[config.mk]
export PLATFORM = sky130hd
export DESIGN_NAME = bitproc_core
export DESIGN_NICKNAME = d
export VERILOG_FILES = /design/src/rtl/bitproc_pkg.sv /design/src/rtl/bitproc_decode.sv /design/src/rtl/bitproc_alu.sv /design/src/rtl/bitproc_merge.sv /design/src/rtl/bitproc_core.sv
export SDC_FILE = /design/constraint.sdc
export NUM_CORES = 1
export LEC_CHECK = 0
export CORE_MARGIN = 2
export CORE_UTILIZATION = 45
export DETAILED_ROUTE_END_ITERATION = 10
export DONT_BUFFER_PORTS = 1
export GPL_ROUTABILITY_DRIVEN = 1
export PLACE_DENSITY = 0.58
export REMOVE_ABC_BUFFERS = 1
export SKIP_LAST_GASP = 1
export SLEW_MARGIN = 20
export SYNTH_ARGS = -nofsm -noshare
export SYNTH_HDL_FRONTEND = slang
export SYNTH_SLANG_ARGS = --single-unit
export TNS_END_PERCENT = 100
[constraint.sdc]
create_clock -name clk -period 3.8 [get_ports clk]
set_clock_uncertainty 0.05 [all_clocks]
set_input_delay 0.76 -clock clk [delete_from_list [all_inputs] [get_ports clk]]
set_output_delay 0.76 -clock clk [all_outputs]
set_load 0.02 [all_outputs]
[src/rtl/bitproc_pkg.sv]
// Shared types and operation classes for the bit-level Boolean unit.
// Assumes a 4-bit operation code; codes above CPLB are undefined no-ops.
package bitproc_pkg;

    typedef enum logic [3:0] {
        OP_ANDC  = 4'h0,
        OP_ANDNC = 4'h1,
        OP_ORC   = 4'h2,
        OP_ORNC  = 4'h3,
        OP_MOVCB = 4'h4,
        OP_MOVBC = 4'h5,
        OP_SETC  = 4'h6,
        OP_CLRC  = 4'h7,
        OP_CPLC  = 4'h8,
        OP_SETB  = 4'h9,
        OP_CLRB  = 4'hA,
        OP_CPLB  = 4'hB,
        OP_RSVC  = 4'hC,
        OP_RSVD  = 4'hD,
        OP_RSVE  = 4'hE,
        OP_RSVF  = 4'hF
    } bop_e;

    typedef enum logic [1:0] {
        ST_IDLE = 2'd0,
        ST_READ = 2'd1,
        ST_EXEC = 2'd2
    } st_e;

    // Location of one bit after address decode.
    typedef struct packed {
        logic [7:0] byte_addr;
        logic [2:0] pos;
        logic       valid;
        logic       is_carry;
        logic       is_port;
    } bloc_t;

    // Operations that only read the addressed bit.
    function automatic logic op_src_only(input bop_e op);
        return (op == OP_ANDC) || (op == OP_ANDNC) || (op == OP_ORC) ||
               (op == OP_ORNC) || (op == OP_MOVCB);
    endfunction

    // Operations that rewrite the addressed bit.
    function automatic logic op_writes_bit(input bop_e op);
        return (op == OP_MOVBC) || (op == OP_SETB) || (op == OP_CLRB) ||
               (op == OP_CPLB);
    endfunction

    // Operations that use only the carry and ignore the address.
    function automatic logic op_carry_only(input bop_e op);
        return (op == OP_SETC) || (op == OP_CLRC) || (op == OP_CPLC);
    endfunction

endpackage

[src/rtl/bitproc_decode.sv]
// Bit-address decoder: splits an 8-bit bit address into a byte address and
// bit position, checks the upper half against the register list, and flags
// port bytes and the carry bit.
// Assumes every port byte also appears in the register list.
module bitproc_decode
    import bitproc_pkg::*;
#(
    parameter int                        SFR_COUNT   = 11,
    parameter logic [SFR_COUNT*8-1:0]    SFR_LIST    = {8'h80, 8'h88, 8'h90, 8'h98,
                                                        8'hA0, 8'hA8, 8'hB0, 8'hB8,
                                                        8'hD0, 8'hE0, 8'hF0},
    parameter int                        PORT_COUNT  = 4,
    parameter logic [PORT_COUNT*8-1:0]   PORT_LIST   = {8'hB0, 8'hA0, 8'h90, 8'h80},
    parameter logic [7:0]                RAM_BASE    = 8'h20,
    parameter logic [7:0]                STATUS_ADDR = 8'hD0,
    parameter int                        CARRY_POS   = 7,
    parameter int                        PIDX_W      = 2
) (
    input  logic [7:0]        bit_addr,
    output bloc_t             loc,
    output logic [PIDX_W-1:0] port_idx
);

    localparam logic [7:0] CARRY_BIT = {STATUS_ADDR[7:3], 3'(CARRY_POS)};

    logic [SFR_COUNT-1:0]  sfr_hit;
    logic [PORT_COUNT-1:0] port_hit;

    // One comparator per listed register byte.
    for (genvar i = 0; i < SFR_COUNT; i++) begin : g_sfr
        assign sfr_hit[i] = (bit_addr[7:3] == SFR_LIST[i*8+3 +: 5]);
    end

    // One comparator per port byte.
    for (genvar j = 0; j < PORT_COUNT; j++) begin : g_port
        assign port_hit[j] = (bit_addr[7:3] == PORT_LIST[j*8+3 +: 5]);
    end

    // Encode the matching port into an index for the pin bus.
    always_comb begin
        port_idx = '0;
        for (int k = 0; k < PORT_COUNT; k++) begin
            if (port_hit[k]) port_idx = PIDX_W'(k);
        end
    end

    // Build the location record for either half of the address space.
    always_comb begin
        loc.pos = bit_addr[2:0];
        if (bit_addr[7]) begin
            loc.byte_addr = {bit_addr[7:3], 3'b000};
            loc.valid     = |sfr_hit;
        end else begin
            loc.byte_addr = RAM_BASE + {4'b0000, bit_addr[6:3]};
            loc.valid     = 1'b1;
        end
        loc.is_carry = (bit_addr == CARRY_BIT);
        loc.is_port  = bit_addr[7] && (|sfr_hit) && (|port_hit);
    end

endmodule

[src/rtl/bitproc_alu.sv]
// Single-bit Boolean function unit: given the operation, the carry and the
// addressed bit, produces the next carry and next bit with their enables.
// Assumes the caller gates the enables with address validity.
module bitproc_alu
    import bitproc_pkg::*;
(
    input  bop_e op,
    input  logic carry_in,
    input  logic bit_in,
    output logic carry_out,
    output logic carry_we,
    output logic bit_out,
    output logic bit_we
);

    // Evaluate the operation table.
    always_comb begin
        carry_out = carry_in;
        carry_we  = 1'b0;
        bit_out   = bit_in;
        bit_we    = 1'b0;
        unique case (op)
            OP_ANDC:  begin carry_out = carry_in &  bit_in; carry_we = 1'b1; end
            OP_ANDNC: begin carry_out = carry_in & ~bit_in; carry_we = 1'b1; end
            OP_ORC:   begin carry_out = carry_in |  bit_in; carry_we = 1'b1; end
            OP_ORNC:  begin carry_out = carry_in | ~bit_in; carry_we = 1'b1; end
            OP_MOVCB: begin carry_out = bit_in;             carry_we = 1'b1; end
            OP_SETC:  begin carry_out = 1'b1;               carry_we = 1'b1; end
            OP_CLRC:  begin carry_out = 1'b0;               carry_we = 1'b1; end
            OP_CPLC:  begin carry_out = ~carry_in;          carry_we = 1'b1; end
            OP_MOVBC: begin bit_out = carry_in;             bit_we   = 1'b1; end
            OP_SETB:  begin bit_out = 1'b1;                 bit_we   = 1'b1; end
            OP_CLRB:  begin bit_out = 1'b0;                 bit_we   = 1'b1; end
            OP_CPLB:  begin bit_out = ~bit_in;              bit_we   = 1'b1; end
            default:  begin end
        endcase
    end

endmodule

[src/rtl/bitproc_merge.sv]
// Byte merge: replaces one bit of a byte and keeps the other seven.
// Assumes pos selects the bit to replace.
module bitproc_merge #(
    parameter int W = 8
) (
    input  logic [W-1:0]         byte_in,
    input  logic [$clog2(W)-1:0] pos,
    input  logic                 bit_val,
    output logic [W-1:0]         byte_out
);

    // One mux per bit lane.
    for (genvar i = 0; i < W; i++) begin : g_lane
        assign byte_out[i] = (pos == ($clog2(W))'(i)) ? bit_val : byte_in[i];
    end

endmodule

[src/rtl/bitproc_core.sv]
// Bit-level Boolean unit top: accepts an operation and a bit address,
// sequences IDLE -> READ -> EXEC, reads the containing byte from a
// synchronous memory (data one cycle after mem_re), and combines it with
// the internal carry or writes the modified byte back.
// Assumes the memory holds RAM and register latches at their byte addresses.
module bitproc_core
    import bitproc_pkg::*;
#(
    parameter int                        SFR_COUNT   = 11,
    parameter logic [SFR_COUNT*8-1:0]    SFR_LIST    = {8'h80, 8'h88, 8'h90, 8'h98,
                                                        8'hA0, 8'hA8, 8'hB0, 8'hB8,
                                                        8'hD0, 8'hE0, 8'hF0},
    parameter int                        PORT_COUNT  = 4,
    parameter logic [PORT_COUNT*8-1:0]   PORT_LIST   = {8'hB0, 8'hA0, 8'h90, 8'h80},
    parameter logic [7:0]                RAM_BASE    = 8'h20,
    parameter logic [7:0]                STATUS_ADDR = 8'hD0,
    parameter int                        CARRY_POS   = 7
) (
    input  logic                    clk,
    input  logic                    rst_n,
    input  logic                    op_valid,
    input  logic [3:0]              op_code,
    input  logic [7:0]              op_addr,
    output logic                    ready,
    output logic                    done,
    output logic                    err,
    output logic                    carry,
    output logic [7:0]              mem_addr,
    output logic                    mem_re,
    input  logic [7:0]              mem_rdata,
    output logic                    mem_we,
    output logic [7:0]              mem_wdata,
    input  logic [PORT_COUNT*8-1:0] pins
);

    localparam int PIDX_W = (PORT_COUNT > 1) ? $clog2(PORT_COUNT) : 1;

    st_e               state_q;
    bop_e              op_q;
    logic [7:0]        addr_q;
    logic              carry_q;
    bloc_t             loc;
    logic [PIDX_W-1:0] port_idx;
    logic [7:0]        pin_byte;
    logic              op_defined;
    logic              use_pins;
    logic              need_mem;
    logic              bit_src;
    logic              alu_c, alu_cwe, alu_b, alu_bwe;
    logic [7:0]        merged;

    // Address decode on the captured address.
    bitproc_decode #(
        .SFR_COUNT  (SFR_COUNT),
        .SFR_LIST   (SFR_LIST),
        .PORT_COUNT (PORT_COUNT),
        .PORT_LIST  (PORT_LIST),
        .RAM_BASE   (RAM_BASE),
        .STATUS_ADDR(STATUS_ADDR),
        .CARRY_POS  (CARRY_POS),
        .PIDX_W     (PIDX_W)
    ) u_dec (
        .bit_addr(addr_q),
        .loc     (loc),
        .port_idx(port_idx)
    );

    // Classify the captured operation and pick where its bit comes from.
    always_comb begin
        op_defined = op_src_only(op_q) || op_writes_bit(op_q) || op_carry_only(op_q);
        use_pins   = op_src_only(op_q) && loc.is_port;
        need_mem   = op_defined && !op_carry_only(op_q) && loc.valid &&
                     !loc.is_carry && !use_pins;
        pin_byte   = pins[int'(port_idx)*8 +: 8];
        if (loc.is_carry)   bit_src = carry_q;
        else if (!loc.valid) bit_src = 1'b0;
        else if (use_pins)  bit_src = pin_byte[loc.pos];
        else                bit_src = mem_rdata[loc.pos];
    end

    bitproc_alu u_alu (
        .op       (op_q),
        .carry_in (carry_q),
        .bit_in   (bit_src),
        .carry_out(alu_c),
        .carry_we (alu_cwe),
        .bit_out  (alu_b),
        .bit_we   (alu_bwe)
    );

    bitproc_merge #(.W(8)) u_merge (
        .byte_in (mem_rdata),
        .pos     (loc.pos),
        .bit_val (alu_b),
        .byte_out(merged)
    );

    // Sequencer and operation capture.
    always_ff @(posedge clk) begin
        if (!rst_n) begin
            state_q <= ST_IDLE;
            op_q    <= OP_RSVF;
            addr_q  <= '0;
        end else begin
            unique case (state_q)
                ST_IDLE: if (op_valid) begin
                    op_q    <= bop_e'(op_code);
                    addr_q  <= op_addr;
                    state_q <= ST_READ;
                end
                ST_READ: state_q <= ST_EXEC;
                default: state_q <= ST_IDLE;
            endcase
        end
    end

    // Carry flag update at the end of the execute cycle.
    always_ff @(posedge clk) begin
        if (!rst_n) begin
            carry_q <= 1'b0;
        end else if (state_q == ST_EXEC) begin
            if (alu_cwe)                                   carry_q <= alu_c;
            else if (alu_bwe && loc.is_carry)               carry_q <= alu_b;
        end
    end

    // Output drive.
    always_comb begin
        ready     = (state_q == ST_IDLE);
        done      = (state_q == ST_EXEC);
        err       = done && op_defined && !op_carry_only(op_q) && !loc.valid;
        carry     = carry_q;
        mem_addr  = loc.byte_addr;
        mem_re    = (state_q == ST_READ) && need_mem;
        mem_we    = done && need_mem && alu_bwe;
        mem_wdata = merged;
    end


    rmw_pair_chk: assert property (@(posedge clk) disable iff (!rst_n)
        mem_we |-> ($past(mem_re) && ($past(mem_addr) == mem_addr)));


    one_bit_delta_chk: assert property (@(posedge clk) disable iff (!rst_n)
        mem_we |-> ($countones(mem_wdata ^ mem_rdata) <= 1));


    cpl_src_no_write_chk: assert property (@(posedge clk) disable iff (!rst_n)
        (done && (op_q == OP_ANDNC || op_q == OP_ORNC)) |-> !mem_we);


    bad_addr_quiet_chk: assert property (@(posedge clk) disable iff (!rst_n)
        err |-> (!mem_we && !$past(mem_re)));


    carry_moves_on_done_chk: assert property (@(posedge clk) disable iff (!rst_n)
        !$stable(carry) |-> $past(done));


    phase_exclusive_chk: assert property (@(posedge clk) disable iff (!rst_n)
        $onehot0({ready, mem_re, done}));

endmodule

==> flow_summary.ini <==
[floorplan]
die_x_um = 63.5
pin_count = 77
die_h_um = 63.5
initial_core_util_pct = 47.4
fp-row-count = 21
die-area_um2 = 4040
core_area_um2 = 3360

[layout]
drive_gt1_share_pct = 25.7
syn_to_final_growth_pct = 16.1
diodes = 0
final_cells = 276
final_nets = 286

[routing]
first_pass_iters = 4
vias_per_cell = 6.09
vias = 1681
top_layer_used = met4
drc = 0
wl_mm = 4.69
wl_per_cell_um = 17.0
ant_nets = 0
route.met3.wl_um = 328
wl_met2_mm = 2.27
drt-met1-wl_mm = 2.06
first_iter_violations = 108

[global_route]
grt_pass1_wl_mm = 7.42
grt_pass1_vias = 1585
antenna_found_initial = 0
grt_max_degree = 17
track_usage_pct = 22.1
grt_remaining_overflow = 0

[place]
place.port_buffers = 0
numPlacedInstances = 268
hpwl_mm = 3.56
place_congestion = 0.892

[synth]
synth_seq_cells = 15
muxShareOfSynthArea_pct = 12.5
synth_top_family_by_area = simple AND/OR/NAND/NOR gates
synth_xor_area_share_pct = 0
synth_top_area_cell = dfxtp_1
yosys.area.top_type_share_pct = 18.8
synth-compound-area-share_pct = 30.0
synthTopCellsByArea = dfxtp_1 19%, nand2_1 8.9%, mux2i_1 5.0%
synthesis.area_um2 = 1600
synthFlopType = dfxtp_1
synth_adder_area_share_pct = 0
avgSynthCellArea_um2 = 7.35
seq_area_frac_synth_pct = 18.8
synth-simple-area-share_pct = 30.5
async_flop_share_pct = 0
yosysUniqueCellTypes = 58
synth_edf_count = 0
synth_cells = 217
synth-warning-count = 0

[clocking]
cts_buffer_depth = 2
insertion_delay_ps = 280
cts_num_sinks = 15
cts_tree = built
clockRootBuffer = clkbuf_4
path_clk_slew_ps = 90
numCtsBuffers = 3
cts.htree.levels = 1
cts_hold_buf = 0

[critical_path]
critPathBufInv = 1
worst-setup-path-type = reg2out
path_cells = or3b_4 -> o2111ai_2 -> nand4_1 -> nor4_2 -> a32oi_2 -> a21oi_2 -> mux2i_2 -> mux2i_4 -> o41ai_1 -> buf_4
cp-start-kind = flop
endpoint_kind = output port
crit_arrival_ps = 2990
cp_slowest_stage_delay_ps = 430
worst_path_max_delay_cell = or3b_4
critPathMaxFanout = 8
crit_family = compound AO/OA/AOI/OAI gates
worst_ep_required_time_ps = 2990

[run_status]
violations = setup timing
status = finished, violations left

[sta]
hold-worst-slack_ps = 460
period_minus_slack_ps = 3800
hold_violations = 0
rsz0062_at_grt = yes
max_slew_margin_pct = 33.1
final.period_utilization_pct = 100
tightest_slew_ps = 994
drv_slew = 0
setup_viol = 1
timing.final.ws_setup_ps = -4.02
fmax_mhz = 263

[power]
ir_worst_vdd_v = 0.000171
p_leak_nw = 0.703
p_total_w = 0.000474
powerDensity_nw_per_um2 = 256

[job]
drv_cap = 0

[hold_path]
hp-class = reg2reg
[worst min-delay path, delay by kind of cell, from the launching register on]
kind | cells | cell delay (ps)
AND/OR/NAND/NOR | 1 | 60
AO/OA/AOI/OAI | 1 | 70
flip-flops | 1 | 340
[path summary, 6_finish.rpt]
check / from / end / slack, ps / cells past startpoint
max: addr_q[7]$_SDFFE_PN0P_ / mem_wdata[1] / -4 / 10
min: addr_q[2]$_SDFFE_PN0P_ / addr_q[2]$_SDFFE_PN0P_ / 460 / 2
max reg2reg: addr_q[7]$_SDFFE_PN0P_ / carry$_SDFFE_PN0P_ / 1210 / 10
min reg2reg: addr_q[2]$_SDFFE_PN0P_ / addr_q[2]$_SDFFE_PN0P_ / 460 / 2
[timing repair]
item	in CTS	in global routing
cloned	0	1
buffers inserted	0	3
setup endpoints to repair	8	8
gates resized for setup	9	9
pin swaps	2	3
[metrics by stage]
step / TNS, ps / setup WS (ps) / utilization [%] / area (um^2)
3_5_place_dp: -66.3 / -54.9 / 51.4 / 1730
2_1_floorplan: -529 / -161 / - / 1500
3_3_place_gp: 0 / 77.0 / 51.4 / 1730
5_1_grt: -561 / -101 / 55.1 / 1850
4_1_cts: 0 / 24.7 / 53.2 / 1790
6_report: -4.02 / -4.02 / 55.1 / 1850
[final cells by class]
| type | instances | area [um^2] |
|---|---|---|
| Clock inverter | 1 | 5.00 |
| Inverter | 9 | 33.8 |
| Tap cell | 46 | 57.6 |
| Clock buffer | 3 | 22.5 |
| Fill cell | 358 | 1510 |
| Multi-Input combinational cell | 176 | 1220 |
| Timing Repair Buffer | 26 | 203 |
| Sequential cell | 15 | 309 |
[flip-flops by register name, summed over array words and instances, names as in the netlist]
name     count
state_q      2
carry        1
addr_q       8
op_q         4
[logic make-up after synthesis]
family | after synthesis
mux | 15
buf+inv | 27
flops | 15
compound gates | 63
simple gates | 97
[routing by layer]
layer  track usage, %  vias up
li1                 -      821
met1             30.0      781
met2             36.7       75
met3             3.21        4
met4             5.43        0
met5                0        -
[where the power goes]
group	total (W)	internal, W	switching [W]
combinational	0.000198	0.0000881	0.000110
clock	0.0000883	0.0000390	0.0000493
sequential	0.000188	0.000168	0.0000201
total	0.000474	0.000295	0.000179
[Yosys cell counts (3+ instances only)]
cell type and n:
nor2b_1 5, a211oi_1 3, clkbuf_1 6, mux2i_1 8
buf_2 9, o211ai_1 3, nor2_1 13, mux2_2 3
nand2b_1 5, nor3_1 7, dfxtp_1 15, o31ai_1 6
a21oi_1 12, inv_1 9, o41ai_1 3, nand3_1 7
a21boi_0 9, nor4_1 4, nand2_1 38, o21ai_0 7
[layout by cell type (no fill, tap or decap), types with 4 or more instances in the layout]
master	count
mux2i_1	8
o31ai_1	5
nand2b_1	5
a21boi_0	8
nor2_1	13
dfxtp_1	10
dfxtp_2	4
nand2_1	38
buf_4	24
o21ai_0	7
nor3_1	7
a21oi_1	12
nand3_1	7
nor2b_1	5
inv_1	9
Note: power is estimated with default switching activity, not from simulation.
